`config.mk`:
```
export PLATFORM = sky130hd
export DESIGN_NAME = frame_irq_ctrl
export DESIGN_NICKNAME = d
export VERILOG_FILES = /design/src/rtl/frame_irq_pkg.sv /design/src/rtl/frame_phase_edge.sv /design/src/rtl/frame_evt_sel.sv /design/src/rtl/frame_pend_bank.sv /design/src/rtl/frame_irq_regs.sv /design/src/rtl/frame_irq_ctrl.sv
export SDC_FILE = /design/constraint.sdc
export NUM_CORES = 1
export LEC_CHECK = 0
export BUFFER_PORTS_ARGS = -buffer_cell sky130_fd_sc_hd__buf_2
export CAP_MARGIN = 20
export CORE_MARGIN = 8
export CORE_UTILIZATION = 33
export DETAILED_ROUTE_END_ITERATION = 8
export GPL_ROUTABILITY_DRIVEN = 0
export GPL_TIMING_DRIVEN = 0
export PLACE_DENSITY = 0.75
export SLEW_MARGIN = 10
export SYNTH_ARGS = -nofsm -noshare
export SYNTH_HDL_FRONTEND = slang
export SYNTH_SLANG_ARGS = --single-unit
```
`constraint.sdc`:
```
create_clock -name clk -period 1.1 [get_ports clk]
set_input_delay 0.11 -clock clk [delete_from_list [all_inputs] [get_ports clk]]
set_output_delay 0.11 -clock clk [all_outputs]
set_load 0.05 [all_outputs]
```
`src/rtl/frame_irq_pkg.sv`:
```
package frame_irq_pkg;
  localparam int NUM_PHASES = 4;
  localparam int NUM_SRC    = 2;
  localparam int SELA_W     = 2;
  localparam int SELB_W     = 3;

  typedef struct packed {
    logic [SELB_W-1:0] sel_b;
    logic [SELA_W-1:0] sel_a;
    logic              frame_en;
    logic              glob_en;
  } ctrl_t;

  localparam int CTRL_W = $bits(ctrl_t);
endpackage

```
`src/rtl/frame_phase_edge.sv`:
```
module frame_phase_edge #(
  parameter int N = 4
) (
  input  logic         clk,
  input  logic         rst_n,
  input  logic [N-1:0] level_i,
  output logic [N-1:0] rise_o
);
  logic [N-1:0] prev_q;

  always_ff @(posedge clk or negedge rst_n) begin
    if (!rst_n) prev_q <= '0;
    else        prev_q <= level_i;
  end

  assign rise_o = level_i & ~prev_q;
endmodule

```
`src/rtl/frame_evt_sel.sv`:
```
module frame_evt_sel #(
  parameter int N     = 4,
  parameter int SEL_W = 2
) (
  input  logic [N-1:0]     rise_i,
  input  logic [SEL_W-1:0] sel_i,
  output logic             evt_o
);
  always_comb begin
    evt_o = 1'b0;
    for (int i = 0; i < N; i++) begin
      if (sel_i == SEL_W'(i)) evt_o = rise_i[i];
    end
  end
endmodule

```
`src/rtl/frame_pend_bank.sv`:
```
module frame_pend_bank #(
  parameter int NSRC = 2
) (
  input  logic            clk,
  input  logic            rst_n,
  input  logic [NSRC-1:0] evt_i,
  input  logic [NSRC-1:0] clr_i,
  output logic [NSRC-1:0] pend_o
);
  for (genvar k = 0; k < NSRC; k++) begin : g_bit
    always_ff @(posedge clk or negedge rst_n) begin
      if (!rst_n)        pend_o[k] <= 1'b0;
      else if (evt_i[k]) pend_o[k] <= 1'b1;
      else if (clr_i[k]) pend_o[k] <= 1'b0;
    end
  end
endmodule

```
`src/rtl/frame_irq_regs.sv`:
```
module frame_irq_regs
  import frame_irq_pkg::*;
#(
  parameter int DATA_W = 32
) (
  input  logic               clk,
  input  logic               rst_n,
  input  logic               bus_wr,
  input  logic               bus_addr,
  input  logic [DATA_W-1:0]  bus_wdata,
  input  logic [NUM_SRC-1:0] pend_i,
  output ctrl_t              ctrl_o,
  output logic [NUM_SRC-1:0] clr_o,
  output logic [DATA_W-1:0]  rdata_o
);
  always_ff @(posedge clk or negedge rst_n) begin
    if (!rst_n)                   ctrl_o <= '0;
    else if (bus_wr && !bus_addr) ctrl_o <= ctrl_t'(bus_wdata[CTRL_W-1:0]);
  end

  assign clr_o = (bus_wr && bus_addr) ? bus_wdata[NUM_SRC-1:0] : '0;

  always_comb begin
    rdata_o = '0;
    if (bus_addr) rdata_o[NUM_SRC-1:0] = pend_i;
    else          rdata_o[CTRL_W-1:0]  = ctrl_o;
  end
endmodule

```
`src/rtl/frame_irq_ctrl.sv`:
```
module frame_irq_ctrl
  import frame_irq_pkg::*;
#(
  parameter int DATA_W = 32
) (
  input  logic                  clk,
  input  logic                  rst_n,
  input  logic [NUM_PHASES-1:0] phase_i,
  input  logic                  bus_wr,
  input  logic                  bus_addr,
  input  logic [DATA_W-1:0]     bus_wdata,
  output logic [DATA_W-1:0]     bus_rdata,
  output logic                  irq_o
);
  logic [NUM_PHASES-1:0] rise;
  logic [NUM_SRC-1:0]    evt;
  logic [NUM_SRC-1:0]    clr_mask;
  logic [NUM_SRC-1:0]    pend_q;
  ctrl_t                 ctrl_q;

  frame_phase_edge #(.N(NUM_PHASES)) u_edge (
    .clk(clk), .rst_n(rst_n), .level_i(phase_i), .rise_o(rise)
  );

  frame_evt_sel #(.N(NUM_PHASES), .SEL_W(SELA_W)) u_sel_a (
    .rise_i(rise), .sel_i(ctrl_q.sel_a), .evt_o(evt[0])
  );

  frame_evt_sel #(.N(NUM_PHASES), .SEL_W(SELB_W)) u_sel_b (
    .rise_i(rise), .sel_i(ctrl_q.sel_b), .evt_o(evt[1])
  );

  frame_pend_bank #(.NSRC(NUM_SRC)) u_pend (
    .clk(clk), .rst_n(rst_n), .evt_i(evt), .clr_i(clr_mask), .pend_o(pend_q)
  );

  frame_irq_regs #(.DATA_W(DATA_W)) u_regs (
    .clk(clk), .rst_n(rst_n), .bus_wr(bus_wr), .bus_addr(bus_addr),
    .bus_wdata(bus_wdata), .pend_i(pend_q), .ctrl_o(ctrl_q),
    .clr_o(clr_mask), .rdata_o(bus_rdata)
  );

  assign irq_o = ctrl_q.glob_en & ctrl_q.frame_en & (|pend_q);
endmodule

```
== After elaboration in Yosys (flattened, before gate mapping) ==
Cells that the tools add are included.
Storage, ports and cells
  register bits: 13
  input bits: 40
  output and inout port bits: 33
  word-level logic and storage cells: 40
Cells by class
  eq/ne operators: 6
  mux-type cells: 15
  bitwise logic cells: 4
  reduce and logical (&&, ||, !) cells: 8
Operators with widths (count)
  $mux 1: 12
  $eq 3x2->1 const B: 2
  $mux 5: 1
  $and 4x4->4: 1
  $eq 2x2->1 const B: 2
  $mux 2: 2
  $not 4->4: 1
  $reduce_bool 2->1: 2
  $eq 3x1->1 const B: 1
  $logic_not 3->1: 1
  $and 1x1->1: 2
  $eq 2x1->1 const B: 1
  $logic_and 1x1->1: 2
  $logic_not 2->1: 1
  $reduce_or 2->1: 1
  $logic_not 1->1: 1

== Logic depth before layout (Yosys ltp) ==
Gate-level depths: netlist of run 1.
  depth in word-level cells: 7
  gate-level depth with buffers: 4
  depth with buffers taken out: 3

== By module ==
Synthesis of run 1 repeated with hierarchy kept, for this count alone.
Unflattened totals
  cell total of the unflattened synthesis: 70
  area total of the unflattened synthesis: 889.6 µm²
Modules (own cells, without submodules)
  frame_irq_regs: instances 1, cells each 52, area each 593.1 µm², sequential area each 175.2 µm²
  frame_phase_edge: instances 1, cells each 8, area each 155.1 µm², sequential area each 100.1 µm²
  frame_pend_bank: instances 1, cells each 6, area each 72.6 µm², sequential area each 50.0 µm²
  frame_evt_sel at u_sel_b: instances 1, cells each 2, area each 36.3 µm², sequential area each 0.0 µm²
  frame_evt_sel at u_sel_a: instances 1, cells each 1, area each 22.5 µm², sequential area each 0.0 µm²
  frame_irq_ctrl: instances 1, cells each 1, area each 10.0 µm², sequential area each 0.0 µm²

== Worst setup path before layout of run 1 ==
OpenSTA, ideal clock, no wires.
  path kind: register -> output
  from: reg u_regs.ctrl_o[5] (netlist bit)
  to: out bus_rdata[5]
  data arrival time: 1082 ps
  data required time: 990 ps
  path slack: -92 ps
  stages on the path, launching flop included: 2
  buffers on the path: 0
  cell sequence: dfrtp_1 nor2b_1
On the way
  word-level cells in the longest chain between the ends: 1
RTL lines
  start, declared: RTL line frame_irq_regs.sv:12  | output ctrl_t ctrl_o,
  start signal, assigned: RTL line frame_irq_regs.sv:18  | else if (bus_wr && !bus_addr) ctrl_o <= ctrl_t'(bus_wdata[CTRL_W-1:0]);
  $mux 5: RTL line frame_irq_regs.sv:25  | if (bus_addr) rdata_o[NUM_SRC-1:0] = pend_i;
  end, declared: RTL line frame_irq_ctrl.sv:12  | output logic [DATA_W-1:0] bus_rdata,
No other way between the ends.

== Worst setup path in the final report of run 1 ==
  from: reg u_pend.pend_o[1]
  to: out bus_rdata[1]
On the way
  word-level cells in the longest chain between the ends: 1
RTL lines
  start, declared: RTL line frame_pend_bank.sv:8  | output logic [NSRC-1:0] pend_o
  start signal, assigned by index: RTL line frame_pend_bank.sv:12  | if (!rst_n) pend_o[k] <= 1'b0;
  start signal, assigned by index: RTL line frame_pend_bank.sv:13  | else if (evt_i[k]) pend_o[k] <= 1'b1;
  start signal, assigned by index: RTL line frame_pend_bank.sv:14  | else if (clr_i[k]) pend_o[k] <= 1'b0;
  $mux 2: RTL line frame_irq_regs.sv:25
No other way between the ends.

==> flow_summary_export.csv, run 1 <==
group,metric,value,unit
outcome,status,"finished with violations",
outcome,violations,"negative setup slack",
finish,layout_commonest_cell,"buf_4",
yosys,synth_compound_area_frac,0.0235,
clock_tree,h-tree-depth,1,
critical_path,path_max_fanout,3,
route,drc_errors,0,
yosys,synth_warnings,0,
placed_design,place_ws,-0.0501,ns
yosys,syn_inst,69,
power_and_ir_drop,ir_drop,0.000966,V
critical_path,crit_path_cell_trace,"mux2_2, buf_6",
power_and_ir_drop,total_power,0.00168,W
route,final_antenna_net_count,0,
finish,final_nets,168,
route,wl_per_cell,11.4,µm
floorplanning,start_util,0.335,
finish,stdcell_count,157,
floorplanning,dieArea,4250,µm²
clock_tree,clockRootBuffer,"clkbuf_4",
finish,drive_gt1_frac,0.606,
finish,syn_to_final_growth,54.9,%
yosys,seq_area_frac_synth,0.407,
route,vias_per_cell,3.75,
critical_path,crit_required,0.99,ns
critical_path,r2r_slack,-0.06,ns
global_routing,grt_max_degree,14,
yosys,synthAdderAreaFrac,0,
worst_hold_path,hold_class,"in2reg",
yosys,synth.mux.area_fraction,0.188,
critical_path,start_kind,"register",
yosys,synth_top_family_by_area,"buffers and inverters",
flow_run,cap_violations,0,
route,dr.first_iter.drc_count,1,
floorplanning,core,2390,µm²
timing,hold_violations,0,
clock_tree,path_clk_slew,0.08,ns
power_and_ir_drop,powerDensity,1360,nW/µm²
yosys,synthSimpleGateAreaFrac,0.124,
timing,clock_skew,0.00315,ns
route,vias,588,
timing,min_period_over_period,1.11,
critical_path,crit_slowest_cell,"dfrtp_1",
clock_tree,clock_latency,0.28,ns
yosys,synth_xor_area_frac,0,
critical_path,cp.arrival,1.11,ns
worst_hold_path,worstHoldPathCells,2,
clock_tree,numCtsBuffers,3,
clock_tree,clockBufferDepth,2,
floorplanning,io_pins,73,
timing,setup_viol,5,
route,drtPass1Iterations,2,
global_routing,grt_pass1_wl,2750,µm
critical_path,r2r_start,"u_edge.prev_q[2]$_DFF_PN0_",
worst_hold_path,holdPathEnd,"u_regs.ctrl_o[3]$_DFFE_PN0P_",
floorplanning,die_h,65.2,µm
placed_design,numPortBuffers,21,
timing,setup_slack,-0.124,ns
timing,fmax,0.817,GHz
global_routing,track_usage,0.0842,
route,wirelength,1780,µm
global_routing,antenna_found_initial,0,
yosys,yosysUniqueCellTypes,13,
global_routing,grt_overflow_total,0,
placed_design,dp.cells,144,
critical_path,rr_worst_depth,3,
critical_path,end_kind,"primary output",
clock_tree,cts_tree,"done",
critical_path,r2r_end,"u_pend.pend_o[1]$_DFFE_PN0P_",
finish,n_antenna_cell,0,
timing,fin_crit,1.22,ns
yosys,netlist_area,800,µm²
floorplanning,rows,18,
finish,final_util,0.519,
power_and_ir_drop,p_leak,0.676,nW
global_routing,grt_pass1_vias,614,
yosys,syn_area_per_cell,11.6,µm²
clock_tree,clock-sinks,13,
yosys,synth-seq-cells,13,
timing,rsz0062_at_grt,"yes",
critical_path,criticalPathCategory,"reg2out",
floorplanning,die_w,65.2,µm
timing,report.final.slew_viol_count,0,
critical_path,cpPeakStageDelay,0.40,ns
finish,layout_common_cells,"buf_4 (31), conb_1 (25), buf_2 (13), dfrtp_1 (13), mux2_2 (9)",
worst_hold_path,min-delay-start,"bus_wdata[3]",
==> routing by layer <==
| metal | GRT usage | wire (µm) | vias to the layer above |
|---|---|---|---|
| li1 | - | - | 291 |
| met1 | 0.0887 | 656 | 251 |
| met2 | 0.123 | 749 | 41 |
| met3 | 0.0459 | 332 | 5 |
| met4 | 0.0654 | 46 | 0 |
| met5 | 0 | 0 | - |
==> cell type report <==
| type | count | area (µm²) |
|---|---|---|
| repair buffers | 30 | 235 |
| clock inverters | 1 | 5.00 |
| multi-input cells | 53 | 410 |
| fillers | 239 | 1150 |
| plain buffers | 27 | 203 |
| flip-flops and latches | 13 | 325 |
| clock buffers | 3 | 22.5 |
| well taps | 30 | 37.5 |
==> through the flow <==
| step | setup TNS [ns] | cell area (µm²) | hold slack (ns) |
|---|---|---|---|
| 5_1_grt | -0.722 | 1240 | 0.0518 |
| 3_5_place_dp | -0.0719 | 1040 | 0.0103 |
| 2_1_floorplan | -0.00333 | 902 | -0.186 |
| 3_3_place_gp | -0.0313 | 1040 | 0.00302 |
| 4_1_cts | -0.477 | 1220 | 0.0447 |
| 6_report | -0.407 | 1240 | 0.0511 |
==> worst max-delay path by stage <==
stage	startpoint	to	slack, ns
after CTS	u_regs.ctrl_o[0]$_DFFE_PN0P_	bus_rdata[0]	-0.14
final	u_pend.pend_o[1]$_DFFE_PN0P_	bus_rdata[1]	-0.12
after floorplan	u_edge.prev_q[3]$_DFF_PN0_	u_pend.pend_o[1]$_DFFE_PN0P_	-0.003
after global routing	u_regs.ctrl_o[0]$_DFFE_PN0P_	bus_rdata[0]	-0.17
after detailed placement	u_edge.prev_q[1]$_DFF_PN0_	u_pend.pend_o[1]$_DFFE_PN0P_	-0.05
after global placement	u_edge.prev_q[1]$_DFF_PN0_	u_pend.pend_o[1]$_DFFE_PN0P_	-0.03
==> cell families after synthesis <==
group,count (synthesis)
buffers and inverters,27
AND/OR/NAND/NOR,15
flip-flops,13
multiplexers,11
AO/OA/AOI/OAI,2
other,1
==> Yosys cell counts <==
| cell | count | area (µm²) |
|---|---|---|
| nand2b_4 | 2 | 27.5 |
| mux2_2 | 9 | 101 |
| nand3_1 | 2 | 10.0 |
| nand2b_1 | 2 | 12.5 |
| dfrtp_1 | 13 | 325 |
| mux4_2 | 1 | 22.5 |
| o21ai_2 | 1 | 8.76 |
| o211a_1 | 1 | 10.0 |
| buf_4 | 27 | 203 |
| nor2b_1 | 6 | 37.5 |
| nand2_1 | 3 | 11.3 |
| mux4_1 | 1 | 26.3 |
| conb_1 | 1 | 3.75 |
==> power by group <==
group	internal, W	switching, W
combinational	0.000326	0.000469
sequential	0.000544	0.0000459
clock	0.000135	0.000162
==> worst max-delay path, delay by kind of cell, from the launching register on <==
kind	cells	cell delay, ns
DFF	1	0.40
muxes	1	0.28
buffers and inverters	1	0.15
==> registers in the layout (all words and copies together) (netlist names) <==
| register | count |
|---|---|
| u_edge.prev_q | 4 |
| u_pend.pend_o | 2 |
| u_regs.ctrl_o | 7 |
==> timing repair <==
item,4_1_cts,5_1_grt
gates resized for setup,22,2
endpoints found under the setup margin,10,9
endpoints found under the hold margin,17,0
buffers inserted,3,1
pin swaps,1,1
hold buffers,5,0
(Power assumes the default switching activity.)
==> run 2: changes to the inputs <==
--- a/config.mk
+++ b/config.mk
@@ -13,6 +13,7 @@
 export GPL_ROUTABILITY_DRIVEN = 0
 export GPL_TIMING_DRIVEN = 0
 export PLACE_DENSITY = 0.75
+export SETUP_SLACK_MARGIN = 0.4
 export SLEW_MARGIN = 10
 export SYNTH_ARGS = -nofsm -noshare
 export SYNTH_HDL_FRONTEND = slang
==> flow_summary_export.csv, run 2 (synthesis results as in run 1) <==
group,metric,value,unit
outcome,status,"finished with violations",
outcome,violations,"negative setup slack",
placed_design,place_ws,-0.0598,ns
floorplanning,rows,18,
finish,largest_reg_flops,7,
timing,setup_slack,-0.130,ns
global_routing,grt_pass1_vias,668,
finish,drive_gt1_frac,0.618,
finish,n_antenna_cell,0,
timing,clock_skew,0.00615,ns
critical_path,start_kind,"register",
global_routing,met3_usage,0.0425,
floorplanning,start_util,0.335,
finish,regMostFlops,"u_regs.ctrl_o",
finish,largest_registers,"u_regs.ctrl_o: 7 flops, u_edge.prev_q: 4 flops, u_pend.pend_o: 2 flops",
route,wirelength,1960,µm
global_routing,grt_max_degree,14,
critical_path,path_buf_inv,1,
power_and_ir_drop,ir_drop,0.000702,V
critical_path,r2r_start,"u_edge.prev_q[3]$_DFF_PN0_",
global_routing,track_usage,0.0934,
finish,final_util,0.566,
power_and_ir_drop,p_sw_frac,0.388,
critical_path,r2r_end,"u_pend.pend_o[1]$_DFFE_PN0P_",
finish,layout_commonest_cell,"buf_4",
power_and_ir_drop,powerDensity,1340,nW/µm²
critical_path,crit_slowest_cell,"dfrtp_1",
clock_tree,clock-sinks,13,
finish,syn_to_final_growth,68.9,%
critical_path,end_kind,"primary output",
clock_tree,clockRootBuffer,"clkbuf_4",
timing,min_period_over_period,1.12,
placed_design,numPortBuffers,21,
critical_path,crit_path_cell_trace,"mux2_4, buf_6",
timing,setup_viol,5,
critical_path,crit_required,0.99,ns
worst_hold_path,holdPathEnd,"u_regs.ctrl_o[5]$_DFFE_PN0P_",
clock_tree,path_clk_slew,0.08,ns
floorplanning,die_h,65.2,µm
floorplanning,io_pins,73,
clock_tree,cts_tree,"done",
finish,final_nets,172,
timing,worst_hold_slack,0.0603,ns
global_routing,grt_pass1_wl,3170,µm
floorplanning,core,2390,µm²
global_routing,antenna_found_initial,0,
global_routing,grt_overflow_total,0,
power_and_ir_drop,pwr-share-comb,0.507,
timing,tns,-0.421,ns
critical_path,cpPeakStageDelay,0.42,ns
global_routing,use_met2,0.173,
worst_hold_path,hold_class,"in2reg",
route,vias_per_cell,3.71,
clock_tree,clockBufferDepth,2,
power_and_ir_drop,pwr-share-seq,0.331,
placed_design,hpwl,1500,µm
clock_tree,h-tree-depth,1,
finish,layout_common_cells,"buf_4 (29), conb_1 (25), buf_2 (13), dfrtp_1 (13)",
route,vias,598,
clock_tree,numCtsBuffers,3,
timing,fmax,0.813,GHz
floorplanning,die_w,65.2,µm
timing,rsz0062_at_grt,"yes",
power_and_ir_drop,clock_power_share,0.162,
worst_hold_path,min-delay-start,"bus_wdata[5]",
worst_hold_path,worstHoldPathCells,2,
global_routing,top_usage_layer,"met2",
clock_tree,clock_latency,0.27,ns
critical_path,r2r_slack,-0.06,ns
power_and_ir_drop,p_int,0.00111,W
critical_path,path_max_fanout,3,
power_and_ir_drop,p_leak,0.734,nW
route,final_antenna_net_count,0,
critical_path,crit_family,"flip-flops",
global_routing,grtUsageMet1,0.0880,
power_and_ir_drop,p_switching,0.000704,W
flow_run,cap_violations,0,
route,wl_per_cell,12.2,µm
route,dr.first_iter.drc_count,8,
critical_path,rr_worst_depth,3,
timing,fin_crit,1.23,ns
timing,report.final.slew_viol_count,0,
route,drc_errors,0,
route,drtPass1Iterations,2,
floorplanning,dieArea,4250,µm²
critical_path,cp.arrival,1.12,ns
timing,hold_violations,0,
critical_path,criticalPathCategory,"reg2out",
[run 2: cell count changes in the layout (fill, tap and decap cells not counted), sizes merged]
cell	delta
buf	+4
clkbuf	+1
clkinv	-1
[run 2: power groups by stage]
| stage | Clock [W] | Sequential (W) | Combinational, W |
|---|---|---|---|
| finish | 0.000294 | 0.000599 | 0.000919 |
| global route | 0.000324 | 0.000607 | 0.000967 |
| CTS | 0.000303 | 0.000597 | 0.000879 |
| detailed placement | 0 | 0.000613 | 0.000715 |
| global placement | 0 | 0.000609 | 0.000706 |
| floorplan | 0 | 0.000598 | 0.000627 |
[run 2: worst max path at each step]
stage / start / endpoint / depth (start not counted)
after detailed placement: u_edge.prev_q[3]$_DFF_PN0_ / u_pend.pend_o[1]$_DFFE_PN0P_ / 3
after CTS: u_pend.pend_o[1]$_DFFE_PN0P_ / bus_rdata[1] / 2
after global placement: u_edge.prev_q[1]$_DFF_PN0_ / u_pend.pend_o[1]$_DFFE_PN0P_ / 3
final: u_pend.pend_o[1]$_DFFE_PN0P_ / bus_rdata[1] / 2
after floorplan: u_edge.prev_q[3]$_DFF_PN0_ / u_pend.pend_o[1]$_DFFE_PN0P_ / 3
after global routing: u_pend.pend_o[1]$_DFFE_PN0P_ / bus_rdata[1] / 2
[run 2: area by class of cell]
class | count | area (µm²)
timing repair buffer | 34 | 299
buffer | 27 | 215
multi-input combinational | 53 | 447
fill | 214 | 1040
clock buffer | 4 | 26.3
tap | 30 | 37.5
sequential | 13 | 325
[run 2: layer usage]
metal	routed length (µm)	share of wire	vias up
met5	0	0	-
met4	0	0	0
met3	241	0.12	0
met2	1030	0.52	32
met1	690	0.35	267
li1	-	-	299
[run 2: stage by stage]
step | instance area, µm² | instances | power, W
final | 1350 | 161 | 0.00181
after global routing | 1350 | 161 | 0.00190
after CTS | 1310 | 159 | 0.00178
after detailed placement | 1120 | 144 | 0.00133
after global placement | 1120 | 144 | 0.00131
after floorplan | 976 | 93 | 0.00123
[run 2: what timing repair did]
item,in CTS,in global routing
endpoints found under the hold margin,17,0
resized for setup,24,4
endpoints found under the setup margin,17,17
setup buffers,6,2
pin swaps,1,0
hold buffers,5,0
==> run 3: changes to the inputs <==
--- a/config.mk
+++ b/config.mk
@@ -8,11 +8,12 @@
 export BUFFER_PORTS_ARGS = -buffer_cell sky130_fd_sc_hd__buf_2
 export CAP_MARGIN = 20
 export CORE_MARGIN = 8
-export CORE_UTILIZATION = 33
+export CORE_UTILIZATION = 34
+export CTS_BUF_LIST = sky130_fd_sc_hd__clkbuf_4 sky130_fd_sc_hd__clkbuf_8
 export DETAILED_ROUTE_END_ITERATION = 8
 export GPL_ROUTABILITY_DRIVEN = 0
 export GPL_TIMING_DRIVEN = 0
-export PLACE_DENSITY = 0.75
+export PLACE_DENSITY = 0.77
 export SETUP_SLACK_MARGIN = 0.4
 export SLEW_MARGIN = 10
 export SYNTH_ARGS = -nofsm -noshare
==> flow_summary_export.csv, run 3 (synthesis results as in run 1) <==
group,metric,value,unit
outcome,status,"finished with violations",
outcome,violations,"negative setup slack",
finish,nFillCells,199,
timing,min_period_over_period,1.10,
flow_run,cap_violations,0,
finish,largest_registers,"u_regs.ctrl_o: 7 flops, u_edge.prev_q: 4 flops, u_pend.pend_o: 2 flops",
route,wl_per_cell,11.5,µm
timing,setup_viol,5,
critical_path,path_buf_inv,1,
finish,layout_commonest_cell,"buf_4",
floorplanning,rows,17,
route,dr.first_iter.drc_count,2,
global_routing,grt_pass1_vias,661,
critical_path,criticalPathCategory,"reg2out",
floorplanning,start_util,0.361,
global_routing,grt_overflow_total,0,
critical_path,cpPeakStageDelay,0.40,ns
timing,hold_violations,0,
finish,regMostFlops,"u_regs.ctrl_o",
global_routing,track_usage,0.0896,
floorplanning,die_h,64.5,µm
critical_path,crit_required,0.99,ns
clock_tree,h-tree-depth,1,
finish,largest_reg_flops,7,
clock_tree,clock_latency,0.27,ns
timing,rsz0062_at_grt,"yes",
critical_path,start_kind,"register",
finish,layout_common_cells,"buf_4 (30), conb_1 (25), buf_2 (13), dfrtp_1 (13), buf_6 (12)",
placed_design,placed_area,1120,µm²
timing,tns,-0.400,ns
power_and_ir_drop,total_power,0.00186,W
route,wirelength,1870,µm
finish,drive_gt1_frac,0.634,
route,final_antenna_net_count,0,
finish,final_nets,175,
floorplanning,dieArea,4160,µm²
floorplanning,core,2210,µm²
route,drc_errors,0,
clock_tree,numCtsBuffers,3,
floorplanning,io_pins,73,
critical_path,crit_path_cell_trace,"mux2_4, buf_6",
timing,fmax,0.826,GHz
finish,multiInputGateArea,447,µm²
floorplanning,die_w,64.5,µm
critical_path,cp.arrival,1.10,ns
finish,design_area,1380,µm²
route,vias_per_cell,3.74,
placed_design,numPortBuffers,21,
timing,fin_crit,1.21,ns
route,vias,606,
critical_path,crit_family,"flip-flops",
clock_tree,clockBufferDepth,2,
placed_design,hpwl,1420,µm
finish,syn_to_final_growth,72.3,%
clock_tree,clockRootBuffer,"clkbuf_4",
clock_tree,cts_tree,"done",
global_routing,grt_max_degree,14,
critical_path,end_kind,"primary output",
global_routing,grt_pass1_wl,3060,µm
power_and_ir_drop,powerDensity,1350,nW/µm²
clock_tree,path_clk_slew,0.08,ns
power_and_ir_drop,p_leak,0.753,nW
route,drtPass1Iterations,3,
timing,setup_slack,-0.110,ns
finish,register_area,325,µm²
critical_path,crit_slowest_cell,"dfrtp_1",
global_routing,antenna_found_initial,0,
clock_tree,clock-sinks,13,
timing,clock_skew,0.00547,ns
critical_path,path_max_fanout,3,
power_and_ir_drop,ir_drop,0.00127,V
worst_hold_path,hold_class,"in2reg",
timing,report.final.slew_viol_count,0,
placed_design,place_ws,-0.0536,ns
finish,n_antenna_cell,0,
[run 3: cell count changes in the layout (fill, tap and decap cells not counted)]
cell	before	now
buf_8	4	3
clkbuf_1	1	0
buf_6	9	12
clkbuf_4	3	4
buf_4	29	30
[run 3: layout make-up]
class	count	share of cell area
sequential	13	0.236
tap	28	0.0254
buffer	27	0.156
timing repair buffer	37	0.236
clock buffer	4	0.0218
multi-input combinational	53	0.324
[run 3: metal layers]
metal / share of wire / GRT usage / up-vias
li1: - / - / 304
met1: 0.41 / 0.0980 / 265
met2: 0.45 / 0.143 / 37
met3: 0.14 / 0.0601 / 0
met4: 0 / 0.0163 / 0
met5: 0 / 0 / -
[run 3: through the flow]
stage / utilization / hold WS, ns / std cells
global route: 0.623 / 0.0598 / 162
floorplan: - / -0.186 / 93
global placement: 0.505 / 0.00306 / 142
CTS: 0.597 / 0.0579 / 157
finish: 0.623 / 0.0687 / 162
detailed placement: 0.505 / 0.0100 / 142
[run 3: repair_timing]
| action | CTS | global route |
|---|---|---|
| resized for setup | 24 | 5 |
| endpoints found under the hold margin | 17 | 0 |
| buffers inserted | 6 | 5 |
| hold buffers | 5 | 0 |
| pin swaps | 1 | 2 |
| setup endpoints to repair | 17 | 17 |
[run 3: final timing paths]
check / start / to / slack (ns) / depth (start not counted)
setup / recovery: u_regs.ctrl_o[1]$_DFFE_PN0P_ / bus_rdata[1] / -0.11 / 2
hold / removal: bus_wdata[4] / u_regs.ctrl_o[4]$_DFFE_PN0P_ / 0.07 / 2
setup reg to reg: u_edge.prev_q[2]$_DFF_PN0_ / u_pend.pend_o[1]$_DFFE_PN0P_ / -0.06 / 3
hold reg to reg: u_pend.pend_o[1]$_DFFE_PN0P_ / u_pend.pend_o[1]$_DFFE_PN0P_ / 0.54 / 2
max in group asynchronous: rst_n / u_regs.ctrl_o[5]$_DFFE_PN0P_ / 0.63 / 2
min in group asynchronous: rst_n / u_edge.prev_q[3]$_DFF_PN0_ / 0.25 / 2
[run 3: worst reg2reg max path: stages, from the launching register on]
cell	delay, ns
dfrtp_1	0.38
nand2b_4	0.14
mux4_2	0.45
o21ai_2	0.11
[run 3: power by group]
group	internal, W	switching [W]	leakage (nW)
clock	0.000165	0.000149	0.0184
combinational	0.000447	0.000496	0.584
sequential	0.000544	0.0000562	0.151
total	0.00116	0.000701	0.753
